==> src/rtl/lsu_axil_pkg.sv <==
package lsu_axil_pkg;
  // Access width as carried on the size field of the address channels
  typedef enum logic [1:0] {
    SZ_BYTE = 2'd0,
    SZ_HALF = 2'd1,
    SZ_WORD = 2'd2
  } acc_size_e;

  function automatic acc_size_e norm_size(input logic [1:0] code);
    case (code)
      2'd0:    return SZ_BYTE;
      2'd1:    return SZ_HALF;
      default: return SZ_WORD;
    endcase
  endfunction
endpackage

==> src/rtl/lsu_store_pack.sv <==
module lsu_store_pack
  import lsu_axil_pkg::*;
#(
  parameter int STRB_W = 4
) (
  input  acc_size_e                 size,
  input  logic [$clog2(STRB_W)-1:0] lane,
  input  logic [8*STRB_W-1:0]       src,
  output logic [STRB_W-1:0]         strb,
  output logic [8*STRB_W-1:0]       data
);
  localparam int LANE_W = $clog2(STRB_W);

  for (genvar i = 0; i < STRB_W; i++) begin : g_lane
    localparam logic [LANE_W-1:0] ID = LANE_W'(i);
    logic       hit;
    logic [7:0] byte_v;
    always_comb begin
      case (size)
        SZ_BYTE: begin
          hit    = (lane == ID);
          byte_v = src[7:0];
        end
        SZ_HALF: begin
          hit    = (lane[LANE_W-1] == ID[LANE_W-1]);
          byte_v = src[8*(i%2) +: 8];
        end
        default: begin
          hit    = 1'b1;
          byte_v = src[8*i +: 8];
        end
      endcase
    end
    assign strb[i]        = hit;
    assign data[8*i +: 8] = byte_v;
  end
endmodule

==> src/rtl/lsu_load_align.sv <==
module lsu_load_align
  import lsu_axil_pkg::*;
#(
  parameter int DATA_W = 32
) (
  input  acc_size_e                       size,
  input  logic [$clog2(DATA_W/8)-1:0]     lane,
  input  logic                            zero_ext,
  input  logic [DATA_W-1:0]               word,
  output logic [DATA_W-1:0]               result
);
  localparam int HALF_W = DATA_W / 2;
  localparam int LANE_W = $clog2(DATA_W/8);

  logic [7:0]        byte_v;
  logic [HALF_W-1:0] half_v;

  assign byte_v = word[8*lane +: 8];
  assign half_v = lane[LANE_W-1] ? word[DATA_W-1:HALF_W] : word[HALF_W-1:0];

  always_comb begin
    case (size)
      SZ_BYTE: result = {{(DATA_W-8){~zero_ext & byte_v[7]}}, byte_v};
      SZ_HALF: result = {{(DATA_W-HALF_W){~zero_ext & half_v[HALF_W-1]}}, half_v};
      default: result = word;
    endcase
  end
endmodule

==> src/rtl/lsu_axil_master.sv <==
module lsu_axil_master
  import lsu_axil_pkg::*;
#(
  parameter int         ADDR_W   = 32,
  parameter logic [2:0] PROT_VAL = 3'b000
) (
  input  logic              clk,
  input  logic              rst_n,
  input  logic              req_valid,
  output logic              req_ready,
  input  logic [ADDR_W-1:0] req_addr,
  input  logic              req_store,
  input  logic [1:0]        req_size,
  input  logic              req_unsigned,
  input  logic [31:0]       req_wdata,
  output logic              done,
  output logic [31:0]       rsp_rdata,
  output logic              rsp_fault,
  output logic [ADDR_W-1:0] awaddr,
  output logic [2:0]        awsize,
  output logic [2:0]        awprot,
  output logic              awvalid,
  input  logic              awready,
  output logic [31:0]       wdata,
  output logic [3:0]        wstrb,
  output logic              wvalid,
  input  logic              wready,
  input  logic [1:0]        bresp,
  input  logic              bvalid,
  output logic              bready,
  output logic [ADDR_W-1:0] araddr,
  output logic [2:0]        arsize,
  output logic [2:0]        arprot,
  output logic              arvalid,
  input  logic              arready,
  input  logic [31:0]       rdata,
  input  logic [1:0]        rresp,
  input  logic              rvalid,
  output logic              rready
);
  localparam int DATA_W = 32;
  localparam int STRB_W = DATA_W / 8;
  localparam int LANE_W = $clog2(STRB_W);

  // Latched request
  logic              busy, is_store, zext_q;
  acc_size_e         size_q;
  logic [LANE_W-1:0] lane_q;
  logic [ADDR_W-1:0] addr_q;
  logic [DATA_W-1:0] src_q;
  logic              aw_pend, w_pend, ar_pend;

  acc_size_e         size_in;
  logic [ADDR_W-1:0] addr_aligned;
  logic              accept;
  logic [DATA_W-1:0] load_val;

  assign size_in   = norm_size(req_size);
  assign req_ready = ~busy;
  assign accept    = req_valid & req_ready;

  always_comb begin
    case (size_in)
      SZ_BYTE: addr_aligned = req_addr;
      SZ_HALF: addr_aligned = {req_addr[ADDR_W-1:1], 1'b0};
      default: addr_aligned = {req_addr[ADDR_W-1:LANE_W], {LANE_W{1'b0}}};
    endcase
  end

  lsu_store_pack #(.STRB_W(STRB_W)) u_pack (
    .size (size_q),
    .lane (lane_q),
    .src  (src_q),
    .strb (wstrb),
    .data (wdata)
  );

  lsu_load_align #(.DATA_W(DATA_W)) u_align (
    .size     (size_q),
    .lane     (lane_q),
    .zero_ext (zext_q),
    .word     (rdata),
    .result   (load_val)
  );

  always_ff @(posedge clk) begin
    if (!rst_n) begin
      busy      <= 1'b0;
      is_store  <= 1'b0;
      zext_q    <= 1'b0;
      size_q    <= SZ_BYTE;
      lane_q    <= '0;
      addr_q    <= '0;
      src_q     <= '0;
      aw_pend   <= 1'b0;
      w_pend    <= 1'b0;
      ar_pend   <= 1'b0;
      done      <= 1'b0;
      rsp_fault <= 1'b0;
      rsp_rdata <= '0;
    end else begin
      done      <= 1'b0;
      rsp_fault <= 1'b0;
      if (accept) begin
        busy     <= 1'b1;
        is_store <= req_store;
        zext_q   <= req_unsigned;
        size_q   <= size_in;
        lane_q   <= req_addr[LANE_W-1:0];
        addr_q   <= addr_aligned;
        src_q    <= req_wdata;
        aw_pend  <= req_store;
        w_pend   <= req_store;
        ar_pend  <= ~req_store;
      end
      if (aw_pend && awready) aw_pend <= 1'b0;
      if (w_pend  && wready)  w_pend  <= 1'b0;
      if (ar_pend && arready) ar_pend <= 1'b0;
      if (busy && is_store && bvalid) begin
        busy      <= 1'b0;
        aw_pend   <= 1'b0;
        w_pend    <= 1'b0;
        done      <= 1'b1;
        rsp_fault <= |bresp;
        rsp_rdata <= '0;
      end
      if (busy && !is_store && rvalid) begin
        busy      <= 1'b0;
        ar_pend   <= 1'b0;
        done      <= 1'b1;
        rsp_fault <= |rresp;
        rsp_rdata <= load_val;
      end
    end
  end

  assign awaddr  = addr_q;
  assign araddr  = addr_q;
  assign awsize  = {1'b0, size_q};
  assign arsize  = {1'b0, size_q};
  assign awprot  = PROT_VAL;
  assign arprot  = PROT_VAL;
  assign awvalid = aw_pend;
  assign wvalid  = w_pend;
  assign arvalid = ar_pend;
  assign bready  = 1'b1;
  assign rready  = 1'b1;

  AST_RW_EXCLUSIVE: assert property (@(posedge clk) disable iff (!rst_n)
    !(arvalid && (awvalid || wvalid)));
  AST_NO_ACCEPT_IN_FLIGHT: assert property (@(posedge clk) disable iff (!rst_n)
    (arvalid || awvalid || wvalid) |-> !req_ready);
  AST_AW_HOLD: assert property (@(posedge clk) disable iff (!rst_n)
    (awvalid && !awready) |=> (awvalid && $stable(awaddr)));
  AST_W_HOLD: assert property (@(posedge clk) disable iff (!rst_n)
    (wvalid && !wready) |=> (wvalid && $stable(wdata) && $stable(wstrb)));
  AST_AR_HOLD: assert property (@(posedge clk) disable iff (!rst_n)
    (arvalid && !arready) |=> (arvalid && $stable(araddr)));
  AST_STRB_WIDTH: assert property (@(posedge clk) disable iff (!rst_n)
    wvalid |-> ($countones(wstrb) == (1 << awsize)));
  AST_AWADDR_ALIGNED: assert property (@(posedge clk) disable iff (!rst_n)
    awvalid |-> ((awsize == 3'd2) ? (awaddr[1:0] == 2'b00) :
                 (awsize == 3'd1) ? !awaddr[0] : 1'b1));
  AST_DONE_PULSE: assert property (@(posedge clk) disable iff (!rst_n)
    done |=> !done);
  AST_FAULT_WITH_DONE: assert property (@(posedge clk) disable iff (!rst_n)
    rsp_fault |-> done);
endmodule

==> config.mk <==
export PLATFORM = sky130hd
export DESIGN_NAME = lsu_axil_master
export DESIGN_NICKNAME = d
export VERILOG_FILES = /design/src/rtl/lsu_axil_pkg.sv /design/src/rtl/lsu_store_pack.sv /design/src/rtl/lsu_load_align.sv /design/src/rtl/lsu_axil_master.sv
export SDC_FILE = /design/constraint.sdc
export NUM_CORES = 1
export LEC_CHECK = 0
export CORE_MARGIN = 8
export CORE_UTILIZATION = 40
export DETAILED_ROUTE_END_ITERATION = 6
export DONT_BUFFER_PORTS = 1
export GPL_TIMING_DRIVEN = 0
export SLEW_MARGIN = 20
export SYNTH_ARGS = -nofsm -noshare
export SYNTH_HDL_FRONTEND = slang
export SYNTH_SLANG_ARGS = --single-unit
export TNS_END_PERCENT = 30
==> constraint.sdc <==
create_clock -name clk -period 1.9 [get_ports clk]
set_input_delay 0.285 -clock clk [delete_from_list [all_inputs] [get_ports clk]]
set_output_delay 0.285 -clock clk [all_outputs]
set_load 0.1 [all_outputs]
==> Word-level counts from Yosys, hierarchy flattened <==
Cells that the tools add are included.
{ "word_totals": {"ram_bits": 0, "latchBits": 0, "ff_bits": 108, "mem_count": 0, "elab_cells": 65, "in_bits": 112, "mem_bits_ro": 0, "output_inout_bits": 152} }
{ "classes": {"n_eq_ne": 6, "muxes": 17, "add_sub_neg": 0, "bitwise": 8, "n_mul": 0, "n_reduce_logical": 20, "magnitude_cmp": 0, "n_shift": 1, "div": 0} }
{ "op_table": {"columns": ["op", "n"], "rows": [
  ["two-way mux 32 bit", 2],
  ["case mux 32 bit (2 select lines)", 1],
  ["variable part select 32 x 6 -> 8 bit", 1],
  ["two-way mux 16 bit", 1],
  ["two-way mux 8 bit", 2],
  ["case mux 8 bit (2 select lines)", 1],
  ["OR reduction 3 bit", 4],
  ["== test 2 x 1 -> 1 bit, second input constant", 4],
  ["zero test 2 bit", 4],
  ["case mux 1 bit (2 select lines)", 4],
  ["case mux 2 bit (2 select lines)", 2],
  ["logical AND 1 bit", 7],
  ["OR reduction 2 bit", 3],
  ["NOT 1 bit", 5],
  ["== test 2 bit, second input constant", 2],
  ["two-way mux 1 bit", 4],
  ["AND 1 bit", 3],
  ["nonzero test 2 bit", 1],
  ["zero test 1 bit", 1]
]} }

==> Depth between registers and ports, before layout <==
Gate-level depths: netlist of run 1.
{ "logic_depth": {"depth_word": 4, "mapped_depth": 7, "mapped_depth_nobuf": 4} }

==> Hierarchy <==
Synthesis of run 1 repeated with hierarchy kept, for this count alone.
{ "hier_totals": {"cells_unflattened": 637, "hier_area_um2": 5455.2} }
{ "modules_own_cells": {"columns": ["module", "area_each_um2", "seq_area_each_um2", "cells_each", "n_inst"], "rows": [
  ["lsu_axil_master", 4199.0, 2162.1, 451, 1],
  ["lsu_load_align", 694.4, 0.0, 122, 1],
  ["lsu_store_pack", 561.8, 0.0, 64, 1]
]} }

==> Worst setup path after synthesis of run 1 <==
No wires, ideal clock.
{ "synth_timing": {"path_type": "register -> output", "startpoint": "reg size_q[0]", "endpoint": "out wdata[24]", "n_path_buf": 2, "arrival_ns": 3.899, "path_stages_with_launch": 5, "path_slack_ns": -2.284, "t_required_ns": 1.615, "cell_sequence": "dfxtp_1 -> buf_2 -> buf_2 -> mux2i_1 -> o21ai_0"} }
{ "synth_via": {"elab_chain_cells": 2, "word_cells_on_any_way": 3, "cone_classes": "1 x eq/ne; 1 x mux; 1 x reduce/logical"} }
{ "synth_rtl": {"columns": ["element", "line_no", "text"], "rows": [
  ["from (decl)", "lsu_axil_master.sv:47", "acc_size_e size_q;"],
  ["from (signal assigned)", "lsu_axil_master.sv:108", "size_q <= size_in;"],
  ["== test 2 x 1 -> 1 bit / zero test 2 bit (equally long branches)", "lsu_store_pack.sv:19", "case (size)"],
  ["case mux 8 bit (2 select lines) *", "lsu_store_pack.sv:19", null],
  ["to (decl)", "lsu_axil_master.sv:24", "output logic [31:0] wdata,"]
]} }
Mark *: on every way between the ends. The rest lies on a longest branch, timed or not.

==> Final worst setup path of run 1 <==
{ "layout_timing": {"startpoint": "reg size_q[1]", "endpoint": "out wdata[30]"} }
Same word-level chain as after synthesis.

==> metrics, run 1 <==
top cells by area, synth dfxtp_1 41%, nand2_1 12%, a21boi_0 9.9%, buf_4 8.2%, mux2_2 4.5%; Slew @ Worst Pin 1.03 ns; Vias 4402; area share of the largest cell type after synthesis 40.9%; CP max stage cell o21ai_4; Routed Antenna Nets 0; normalized max-slew margin 31.4%; unrepaired setup endpoints after global routing yes; Final nets 753; register bit total from synthesis 108; area taken by multi-input logic gates 2720 um2; Core Area 13100 um2; final worst path period share 117%; post-detailed-route wirelength per cell 22.1 um; Final Power 6.72 mW; # port buffers 0; Die H 131 um; Clock Sinks 108; largest net degree at the start of global routing 18; Antenna Cells 0; GR Util All Layers 20.2%; CTS Root Buffer Type clkbuf_16; Flop pwr share 46.5%; Logic pwr share 25.8%; peak supply drop 421 uV; dpl ws -0.483 ns; FF/Latch Area 2210 um2; maximum clock rate 448 MHz; Die Area 17100 um2; DRC viols 0; clk_skew 0.00852 ns; pwr/cell area 1040 nW/um2; clock share of power 27.8%; Hold/Removal Path Class primary input to flop; area added between synthesis and finish 22.0%; clk_lat worst skew 0.35 ns; outcome complete, but fails checks; clk buf depth 2; final setup vio count 44; CP arrival 1.95 ns; Die X 131 um; Avg Cell Area, Syn 8.66 um2; Async SR Flop Fraction 0%; CTS H-Tree Depth 3; Top FF cell, synth dfxtp_1; Post-synth top cells 166 x nand2_1, 108 x dfxtp_1, 70 x a21boi_0; GP Congestion 0.815; fin cells 822; Via density 5.36; leak pwr 2.56 nW; layout filler cell count 1258; Yosys top cell by area dfxtp_1; final WL 18200 um; worst stage delay on the critical path 0.59 ns; cts bufs inserted 9; most numerous cell in the Yosys netlist nand2_1; layout cells sized above 1 30.8%; Initial Utilization 40.4%; Sw Ratio 42.3%; Critical Path Source Type flop; Syn Std Cell Area 5280 um2; Cells after DPL 794; crit-path cells buf_8 -> buf_12 -> clkbuf_16 -> o21ai_4; minimum clock period 2.23 ns; global route overflow 0; Crit. End Element output pin; Internal Power 3.88 mW; CTS clk-pin slew, worst paths 0.07 ns; Final Hold Fails 0; HPWL after DPL 13800 um; Post-synth EDFFs 0; kind of critical path flop to output pin; CP required 1.62 ns; sequential fraction of the synthesis area 40.9%; post-route setup slack -0.330 ns; worst-path fanout max 8; max-cap viol count 0; I/O Pins 264; global-route wire length before repair 26200 um; Hold WS 0.0494 ns; Placed Area 5690 um2; Synth Instances 610; number of global-route vias before repair 4510; TritonRoute pass-1 iters 4; Distinct cells, synth 45; synthesis warning total 0; initial antenna violation count 0; Post-Layout Inst Area 6450 um2; initial detailed-routing violation count 246; Rows 42; violated checks negative setup slack; Slew Viols, Final 0; CTS tree yes; P_sw 2.84 mW
flip-flops by register name, summed over array words and instances, names as in the netlist:
signal and cells:
is_store 1, src_q 32, rsp_rdata 32, size_q 2, rsp_fault 1, awvalid 1, arvalid 1, zext_q 1
done 1, busy 1, wvalid 1, lane_q 2, araddr 32
stage by stage:
step | utilization (%) | TNS (ns)
finish | 49.3 | -7.87
floorplan | - | 0
CTS | 48.4 | -9.52
detailed placement | 43.5 | -37.24
global route | 49.3 | -12.29
global placement | 43.5 | -35.36
power groups by stage:
stage / logic (mW) / registers [mW] / clock network [mW]
2_1_floorplan: 1.44 / 3.11 / 0
3_3_place_gp: 1.59 / 3.16 / 0
3_5_place_dp: 1.60 / 3.16 / 0
4_1_cts: 1.71 / 3.12 / 1.92
5_1_grt: 1.81 / 3.14 / 2.00
6_report: 1.73 / 3.12 / 1.87
critical path, delay by kind of cell (launching register included):
| family | cells | cell delay (ns) |
|---|---|---|
| flops | 1 | 0.49 |
| compound gates | 1 | 0.59 |
| buf+inv | 3 | 0.50 |
path summary, 6_finish.rpt:
path                                start       endpoint  slack [ns]  cells past startpoint
worst max register to register  size_q[0]  rsp_rdata[25]       -0.21                      5
worst max-delay path            size_q[1]      wdata[30]       -0.33                      4
worst min-delay path            req_valid           busy        0.05                      1
worst min register to register  src_q[16]      src_q[16]        0.47                      2
placed cells by master (no fill, tap or decap), types with 8 or more instances in the layout:
master,Yosys,layout
nand3b_1,9,9
mux2_4,0,16
clkbuf_1,28,16
buf_12,0,8
dfxtp_2,0,32
mux2i_1,12,8
a21boi_0,70,69
a221o_1,17,17
nand2_1,166,165
buf_4,58,66
clkbuf_16,0,13
o21ai_4,0,8
o21ai_1,7,10
conb_1,2,10
dfxtp_1,108,74
cell type report:
cell class	count	area share, %
repair buffers	15	2.21
flip-flops and latches	108	34.3
clock inverters	2	0.252
multi-input cells	402	42.1
clock buffers	14	4.27
inverters	6	0.408
plain buffers	99	13.0
well taps	176	3.42
per-layer routing:
layer  GRT usage, %  vias to the layer above  share of wire, %
met5              0                        -                 0
met4           8.10                        0               2.4
met3           7.43                       29                10
met2           34.9                      199                49
met1           22.0                     2079                38
li1               -                     2095                 -
what timing repair did:
action / 4_1_cts / 5_1_grt
pin swaps: 8 / 8
gates resized for setup: 96 / 28
setup buffers: 8 / 3
endpoints found under the setup margin: 151 / 116
cloned: 2 / 2
hold buffers: 0 / 0
cell families (layout without fill, tap and decap cells):
kind of cell           count (synthesis)  in the layout  share of synthesized area, %
AND/OR/NAND/NOR                      207            207                          16.9
other                                  2             10                         0.142
buffers and inverters                108            136                          12.5
flip-flops                           108            108                          40.9
AO/OA/AOI/OAI                        151            151                          22.3
multiplexers                          34             34                          7.18
Power figures use the tool's default switching activity.
==> run 2: changes to the inputs <==
Settings changed: CELL_PAD_IN_SITES_DETAIL_PLACEMENT set to 1, CELL_PAD_IN_SITES_GLOBAL_PLACEMENT set to 1, PLACE_DENSITY set to 0.76.
==> run 2 against run 1 <==
Effect of this change:
- the flow still finishes with violations (negative setup slack)
- combinational power barely moved
- sequential share of layout area fell by 0.58 points
- sequential cell count did not move
- global-route usage rose by 0.96 points
- critical path depth fell by 1
- die area did not move
- total power rose by 1.7%
- final cell count rose by 0.85%
- clock-buffer cell count fell by 3
- core utilization rose by 0.85 points
- first-iteration DRC count fell by 1.6%
- setup slack improved by 0.0036 ns
==> metrics, run 2 (synthesized netlist as in run 1, its figures left out) <==
outcome complete, but fails checks; violated checks negative setup slack; I/O Pins 264 (unchanged); Initial Utilization 40.4% (unchanged); final setup vio count 43 (-2.3%); Slew @ Worst Pin 1.03 ns (+0.00611 ns); clk_skew 0.00709 ns (-0.00144 ns); most common cell after layout, fill and taps aside nand2_1; worst stage delay on the critical path 0.63 ns (+0.04 ns); number of global-route vias before repair 4898 (+8.6%); Buf/Inv on CP 1 (-2); DRC viols 0 (unchanged); worst-path fanout max 7 (-1); leak pwr 2.62 nW (+2.4%); hold_sp req_valid; CP top delay family flip-flops; max-cap viol count 0 (unchanged); minimum clock period 2.23 ns (-0.00364 ns); Routed Antenna Nets 0 (unchanged); Final Power 6.84 mW (+1.7%); Critical Path Source size_q[0]; Hold WS 0.0425 ns (-0.00690 ns); GP Congestion 0.842 (+3.3%); dpl ws -0.509 ns (-0.0258 ns); peak supply drop 517 uV (+23%); Die X 131 um (unchanged); cts bufs inserted 9 (unchanged); clk buf depth 2 (unchanged); Hold/Removal Path Class primary input to flop; # port buffers 0 (unchanged); CP required 1.62 ns (about the same); Final nets 760 (+0.93%); maximum clock rate 449 MHz (+0.16%); layout cells sized above 1 32.0% (+1.2 points); Rows 42 (unchanged); Vias 4541 (+3.2%); Clock Sinks 108 (unchanged); post-route setup slack -0.326 ns (+0.00364 ns); final worst path period share 117% (-0.19 points); CTS tree yes; CP max stage cell dfxtp_4; largest net degree at the start of global routing 18 (unchanged); Slew Viols, Final 0 (unchanged); CTS Root Buffer Type clkbuf_16; Placed Area 5690 um2 (unchanged); unrepaired setup endpoints after global routing yes; CP arrival 1.94 ns (about the same); global-route wire length before repair 27600 um (+5.3%); crit-path cells clkbuf_16 -> mux2i_1 -> o21ai_4; Core Area 13100 um2 (unchanged); Post-Layout Inst Area 6560 um2 (+1.7%); initial antenna violation count 0 (unchanged); final WL 19200 um (+5.7%); clk_lat worst skew 0.35 ns (about the same); Antenna Cells 0 (unchanged); Critical Path Source Type flop; most frequent cells in the layout 165 x nand2_1, 74 x dfxtp_1, 73 x buf_4; kind of critical path flop to output pin; Crit. End Element output pin; initial detailed-routing violation count 242 (-1.6%); global route overflow 0 (unchanged); GR Util All Layers 21.1% (+0.96 points); reg-to-reg startpoint size_q[0]; hold_buf cts 0 (unchanged); Die H 131 um (unchanged); Final Hold Fails 0 (unchanged); area added between synthesis and finish 24.1%; Die Area 17100 um2 (unchanged); TritonRoute pass-1 iters 4 (unchanged); HPWL after DPL 14700 um (+6.7%); Via density 5.48 (+2.3%); post-detailed-route wirelength per cell 23.2 um (+4.8%); pwr/cell area 1040 nW/um2 (about the same); CTS H-Tree Depth 3 (unchanged); normalized max-slew margin 31.0% (-0.41 points); CTS clk-pin slew, worst paths 0.08 ns (about the same)
[run 2: metrics by stage]
step                utilization (%)  setup TNS, ns  std cells
global route                   50.1         -11.66        829
floorplan                         -              0        618
global placement               43.5         -32.89        794
detailed placement             43.5         -39.02        794
CTS                            48.2          -8.01        815
finish                         50.1          -7.04        829
[run 2: worst paths after layout]
path              endpoint  slack [ns]  depth (start not counted)
max              wdata[29]       -0.33                          3
max reg2reg  rsp_rdata[24]       -0.17                          5
min                   busy        0.04                          1
min reg2reg      src_q[16]        0.48                          2
[run 2: repair_timing]
item,CTS,global route
pin swaps,9,6
gates cloned,1,2
setup endpoints to repair,143,103
buffers inserted,6,12
resized for setup,92,36
[run 2: layer usage]
| metal | share of wire [%] | up-vias | GRT usage (%) |
|---|---|---|---|
| met5 | 0 | - | 0 |
| met4 | 2.6 | 0 | 8.51 |
| met3 | 11 | 32 | 7.63 |
| met2 | 50 | 192 | 37.5 |
| li1 | - | 2103 | - |
| met1 | 37 | 2214 | 22.4 |
[run 2: layout make-up]
class | instances | area, um2
clock inverters | 5 | 61.3
flip-flops and latches | 108 | 2210
well taps | 176 | 220
plain buffers | 100 | 851
repair buffers | 21 | 228
multi-input cells | 402 | 2720
fillers | 1488 | 6530
clock buffers | 11 | 243
inverters | 6 | 26.3
[run 2: power breakdown]
group | internal [mW] | switching, mW
clock | 1.06 | 0.882
sequential | 2.40 | 0.728
combinational | 0.490 | 1.27
